[src/rtl/imp_cal_pkg.sv]
package imp_cal_pkg;

  // Strobes from the control half to the code datapath
  typedef struct packed {
    logic evalStb;  // counter expired: step the pending codes
    logic puLoad;   // pull-up legs idle: pull-up code may be applied
    logic pdLoad;   // pull-down legs idle: pull-down code may be applied
  } calStrb_t;

endpackage

[src/rtl/imp_cal_ctrl.sv]
module imp_cal_ctrl
  import imp_cal_pkg::*;
#(
  parameter int PERIOD = 8
) (
  input  logic     clk,
  input  logic     rstN,
  input  logic     drvOe,
  input  logic     drvData,
  output calStrb_t strb
);

  localparam int CNT_W = (PERIOD > 1) ? $clog2(PERIOD) : 1;
  localparam logic [CNT_W-1:0] LAST = CNT_W'(PERIOD - 1);

  logic [CNT_W-1:0] periodCnt;
  logic             expired;

  assign expired = (periodCnt == LAST);

  always_ff @(posedge clk or negedge rstN) begin
    if (!rstN) begin
      periodCnt <= '0;
    end else if (expired) begin
      periodCnt <= '0;
    end else begin
      periodCnt <= periodCnt + 1'b1;
    end
  end

  // Each half may be refreshed only while its legs carry no current
  always_comb begin
    strb.evalStb = expired;
    strb.puLoad  = !drvOe || !drvData;
    strb.pdLoad  = !drvOe ||  drvData;
  end

endmodule

[src/rtl/imp_cal_dp.sv]
module imp_cal_dp
  import imp_cal_pkg::*;
#(
  parameter int CODE_W = 4
) (
  input  logic              clk,
  input  logic              rstN,
  input  calStrb_t          strb,
  input  logic              puUp,
  input  logic              puDn,
  input  logic              pdUp,
  input  logic              pdDn,
  output logic [CODE_W-1:0] pendPu,
  output logic [CODE_W-1:0] pendPd,
  output logic [CODE_W-1:0] puCode,
  output logic [CODE_W-1:0] pdCode
);

  localparam logic [CODE_W-1:0] MID_CODE = CODE_W'(1) << (CODE_W - 1);
  localparam logic [CODE_W-1:0] MAX_CODE = '1;
  localparam int HALVES = 2;  // index 0: pull-up, index 1: pull-down

  logic [HALVES-1:0]             raiseReq;
  logic [HALVES-1:0]             lowerReq;
  logic [HALVES-1:0]             loadReq;
  logic [HALVES-1:0][CODE_W-1:0] pendQ;
  logic [HALVES-1:0][CODE_W-1:0] codeQ;

  assign raiseReq = {pdUp, puUp};
  assign lowerReq = {pdDn, puDn};
  assign loadReq  = {strb.pdLoad, strb.puLoad};

  for (genvar h = 0; h < HALVES; h++) begin : g_half
    logic [CODE_W-1:0] stepNext;

    // One saturating step per evaluation; contradictory requests hold
    always_comb begin
      stepNext = pendQ[h];
      if (raiseReq[h] && !lowerReq[h] && (pendQ[h] != MAX_CODE)) begin
        stepNext = pendQ[h] + 1'b1;
      end else if (lowerReq[h] && !raiseReq[h] && (pendQ[h] != '0)) begin
        stepNext = pendQ[h] - 1'b1;
      end
    end

    always_ff @(posedge clk or negedge rstN) begin
      if (!rstN) begin
        pendQ[h] <= MID_CODE;
      end else if (strb.evalStb) begin
        pendQ[h] <= stepNext;
      end
    end

    always_ff @(posedge clk or negedge rstN) begin
      if (!rstN) begin
        codeQ[h] <= MID_CODE;
      end else if (loadReq[h]) begin
        codeQ[h] <= pendQ[h];
      end
    end
  end

  assign pendPu = pendQ[0];
  assign pendPd = pendQ[1];
  assign puCode = codeQ[0];
  assign pdCode = codeQ[1];

endmodule

[src/rtl/imp_cal_top.sv]
module imp_cal_top
  import imp_cal_pkg::*;
#(
  parameter int CODE_W = 4,
  parameter int PERIOD = 8
) (
  input  logic              clk,
  input  logic              rstN,
  input  logic              drvOe,
  input  logic              drvData,
  input  logic              puUp,
  input  logic              puDn,
  input  logic              pdUp,
  input  logic              pdDn,
  output logic [CODE_W-1:0] puCode,
  output logic [CODE_W-1:0] pdCode
);

  calStrb_t          strb;
  logic [CODE_W-1:0] pendPu;
  logic [CODE_W-1:0] pendPd;

  imp_cal_ctrl #(.PERIOD(PERIOD)) ctrl_i (
    .clk     (clk),
    .rstN    (rstN),
    .drvOe   (drvOe),
    .drvData (drvData),
    .strb    (strb)
  );

  imp_cal_dp #(.CODE_W(CODE_W)) dp_i (
    .clk    (clk),
    .rstN   (rstN),
    .strb   (strb),
    .puUp   (puUp),
    .puDn   (puDn),
    .pdUp   (pdUp),
    .pdDn   (pdDn),
    .pendPu (pendPu),
    .pendPd (pendPd),
    .puCode (puCode),
    .pdCode (pdCode)
  );

endmodule

[config.mk]
export PLATFORM = sky130hd
export DESIGN_NAME = imp_cal_top
export DESIGN_NICKNAME = d
export VERILOG_FILES = /design/src/rtl/imp_cal_pkg.sv /design/src/rtl/imp_cal_ctrl.sv /design/src/rtl/imp_cal_dp.sv /design/src/rtl/imp_cal_top.sv
export SDC_FILE = /design/constraint.sdc
export NUM_CORES = 1
export LEC_CHECK = 0
export ABC_AREA = 1
export ABC_CLOCK_PERIOD_IN_PS = 2500
export CAP_MARGIN = 20
export CORE_MARGIN = 2
export CORE_UTILIZATION = 45
export DETAILED_ROUTE_END_ITERATION = 8
export GPL_ROUTABILITY_DRIVEN = 1
export GPL_TIMING_DRIVEN = 1
export PLACE_DENSITY = 0.68
export SETUP_SLACK_MARGIN = 0.5
export SYNTH_ARGS = -nofsm -noshare
export SYNTH_HDL_FRONTEND = slang
export SYNTH_HIERARCHICAL = 1
export SYNTH_SLANG_ARGS = --single-unit
[constraint.sdc]
create_clock -name clk -period 2.5 [get_ports clk]
set_input_delay 0.625 -clock clk [delete_from_list [all_inputs] [get_ports clk]]
set_output_delay 0.625 -clock clk [all_outputs]
set_load 0.02 [all_outputs]
==> key figures <==
STA
  • Final min period: 1.887 ns
  • Worst clock skew: 0.003526 ns
  • RSZ-0062 raised after global routing: false
  • Achievable Freq: 530.0 MHz
  • Final Setup Violations: 0
  • Worst-margin pin slew: 0.2807 ns
  • Slew Limit Fails: 0
  • Final period utilization: 75.48%
  • Final worst slack: 0.6130 ns
  • Setup TNS: 0 ns
  • Fin. Hold Viols: 0
  • Worst slew margin: 81.29%

Power
  • Sequential Power Share: a little over 40%
  • PwrDens: 1085 nW/um2
  • Fraction of power consumed by combinational cells: about half
  • Maximum vdd drop: 0.6368 mV
  • P_sw: 613.9 uW
  • Overall power: 1.480 mW
  • Clock Power Share: 10.0%
  • Leak: between 0.6 and 0.7 nW
  • Switch share: between 40% and 50%
  • Internal power: 865.8 uW

Finish
  • Most frequent cells in the layout: nand2_1, nor2_1, dfrtp_1
  • Layout cell share with drive strength beyond 1: between 20% and 30%
  • Area grow syn2layout: 27.49%
  • Fin nets: 157
  • Diode count: 0
  • Fill count: roughly 200
  • Non-filler instance count after layout: 168
  • Design Area, Final: 1364 um2
  • Leading cell type in the layout, fill and taps excluded: nand2_1

Routing
  • Wire per inst: 11.50 um
  • First DRT Iteration DRCs: 16
  • First-pass DRT Iterations: 4
  • Antenna Nets Post-Route: 0
  • Routed vias/inst: 4.726
  • Final WL: 1.932 mm
  • Via count: 794
  • DR DRC count: 0

Critical path
  • CP max-delay cell: clkdlybuf4s50_1
  • Startpoint Class: primary input
  • CP arrival: 2.07 ns
  • Req. time, crit path: 2.68 ns
  • CP Class: in -> reg
  • CP Cell Sequence: clkdlybuf4s50_1, nor2_4, o21ai_4, buf_4, fa_1, xnor2_1, o21ai_1
  • Worst Path Max Fanout: 4
  • Top Family by Delay on Critical Path: buffers and inverters
  • Bufs and invs on worst path: 2
  • Worst setup EP type: flop
  • Critical Path Max Stage Delay: 0.46 ns

Floorplan
  • Die W: 52.76 um
  • Initial Util: about 48%
  • Core Region: about 2200 um2
  • Chip height: 52.76 um
  • Row cnt: 17
  • IO Count: 16
  • Die area: about 2800 um2

Logic synthesis
  • Library cells used by synthesis: 20
  • FF+latch count, synth: 19
  • Yosys Warn Count: 6
  • Post-synthesis sequential area ratio: 44.91%
  • Synth area leaders: dfrtp_1, dfstp_2, nand2_1
  • Yosys top cell by area: dfrtp_1
  • Number of synthesized flops with an enable pin: 0
  • Mapped Nets: between 100 and 150
  • Most common flop cell mapped by yosys: dfrtp_1
  • Share of the synthesized area in the top cell type: between 30% and 40%
  • Syn Std Cell Area: 1070 um2
  • Post-synth ARST share: 100.0%
  • Synth Area per Inst: 9.066 um2
  • Syn Inst Count: 118

CTS
  • Clock Latency Late Sink: 0.28 ns
  • Clk buf depth: 2
  • CTS tree: built
  • CTS buffer count: 3
  • Clk sinks: 19
  • H-tree depth reported by CTS: 1
  • Hold_buf cts: 0
  • Clock transition at path regs: 0.10 ns
  • Root Buffer Master: clkbuf_4

Global routing
  • GRT Residual Overflow: 0
  • Largest net degree at the start of global routing: 20
  • Total GRT Usage: 16.73%
  • Vias in the first global route: 803
  • First-pass GRT wire length: 3.367 mm
  • Initial antenna violation count: 0

Placed design
  • Placed Area: roughly 1300 um2
  • IO Port Bufs: 15
  • Post-Place Cells: ~160
  • HPWL Detailed: 1.440 mm
  • Pre-CTS setup slack: 0.09694 ns
  • Gpl congestion: 0.8037

Run status
  • Outcome: complete, no violations

Run
  • Maxcap violations: 0

Hold path
  • Hold WC Path Type: reg -> reg
-- power groups by stage --
stage	Combinational [mW]	Sequential, mW	Clock [mW]
2_1_floorplan	0.378	0.654	0
3_3_place_gp	0.653	0.599	0
3_5_place_dp	0.670	0.607	0
4_1_cts	0.679	0.603	0.159
5_1_grt	0.814	0.638	0.169
6_report	0.722	0.611	0.147
-- per-layer routing --
layer	global-route usage (%)	wire length [um]	share of wire, %
met4	7.692	16	0.83
met2	26.67	952	49
met1	22.30	911	47
met3	2.571	52	2.7
met5	0	0	0
-- registers in the layout (all words and copies together) (netlist names) --
name	cells
dp_i/pdCode	4
dp_i/puCode	4
dp_i/pendPu	4
dp_i/pendPd	4
ctrl_i/periodCnt	3
-- path summary, 6_finish.rpt --
check	end	from	cells after the start	slack [ns]
max	dp_i/pendPd[2]	pdDn	7	0.61
min	ctrl_i/periodCnt[0]	ctrl_i/periodCnt[0]	1	0.44
max reg2reg	dp_i/pendPu[3]	dp_i/pendPu[1]	10	0.73
min reg2reg	ctrl_i/periodCnt[0]	ctrl_i/periodCnt[0]	1	0.44
max in group asynchronous	dp_i/puCode[3]	rstN	2	1.58
min in group asynchronous	dp_i/pendPu[1]	rstN	2	0.66
-- synthesized netlist by cell type, types with 3 or more instances --
library cell / instances
dfstp_2: 4
o21ai_1: 3
mux2_2: 5
nor2_1: 16
inv_1: 12
a21oi_1: 4
xnor2_1: 3
nor2_2: 3
nand2_2: 5
nand2_1: 28
dfrtp_1: 15
ha_1: 6
nand3_1: 5
-- stage by stage --
step           util (%)  hold WS [ns]
2_1_floorplan         -        0.3294
3_3_place_gp      56.19        0.4195
3_5_place_dp      56.19        0.4372
4_1_cts           58.04        0.4519
5_1_grt           61.06        0.4557
6_report          61.06        0.4424
-- area by class of cell --
| class | instances | area (um2) | share of cell area [%] |
|---|---|---|---|
| flip-flops and latches | 19 | 480.5 | 35.23 |
| repair buffers | 19 | 182.7 | 13.39 |
| well taps | 28 | 35.03 | 2.569 |
| multi-input cells | 86 | 594.3 | 43.58 |
| inverters | 12 | 45.04 | 3.303 |
| clock buffers | 4 | 26.28 | 1.927 |
-- logic make-up after synthesis --
logic type	synth area share (%)
AOI/OAI and AO/OA	6.783
xor gates and xnor gates	3.275
adders and majority gates	10.76
buffers and inverters	4.912
DFF	44.91
muxes	5.263
and+or+nand+nor	24.09
-- repair_timing --
| item | CTS | global route |
|---|---|---|
| resized for setup | 4 | 11 |
| setup buffers | 0 | 3 |
| pin swaps | 0 | 6 |
| setup endpoints to repair | 4 | 2 |
No activity file was read; power rests on OpenSTA's default activity.
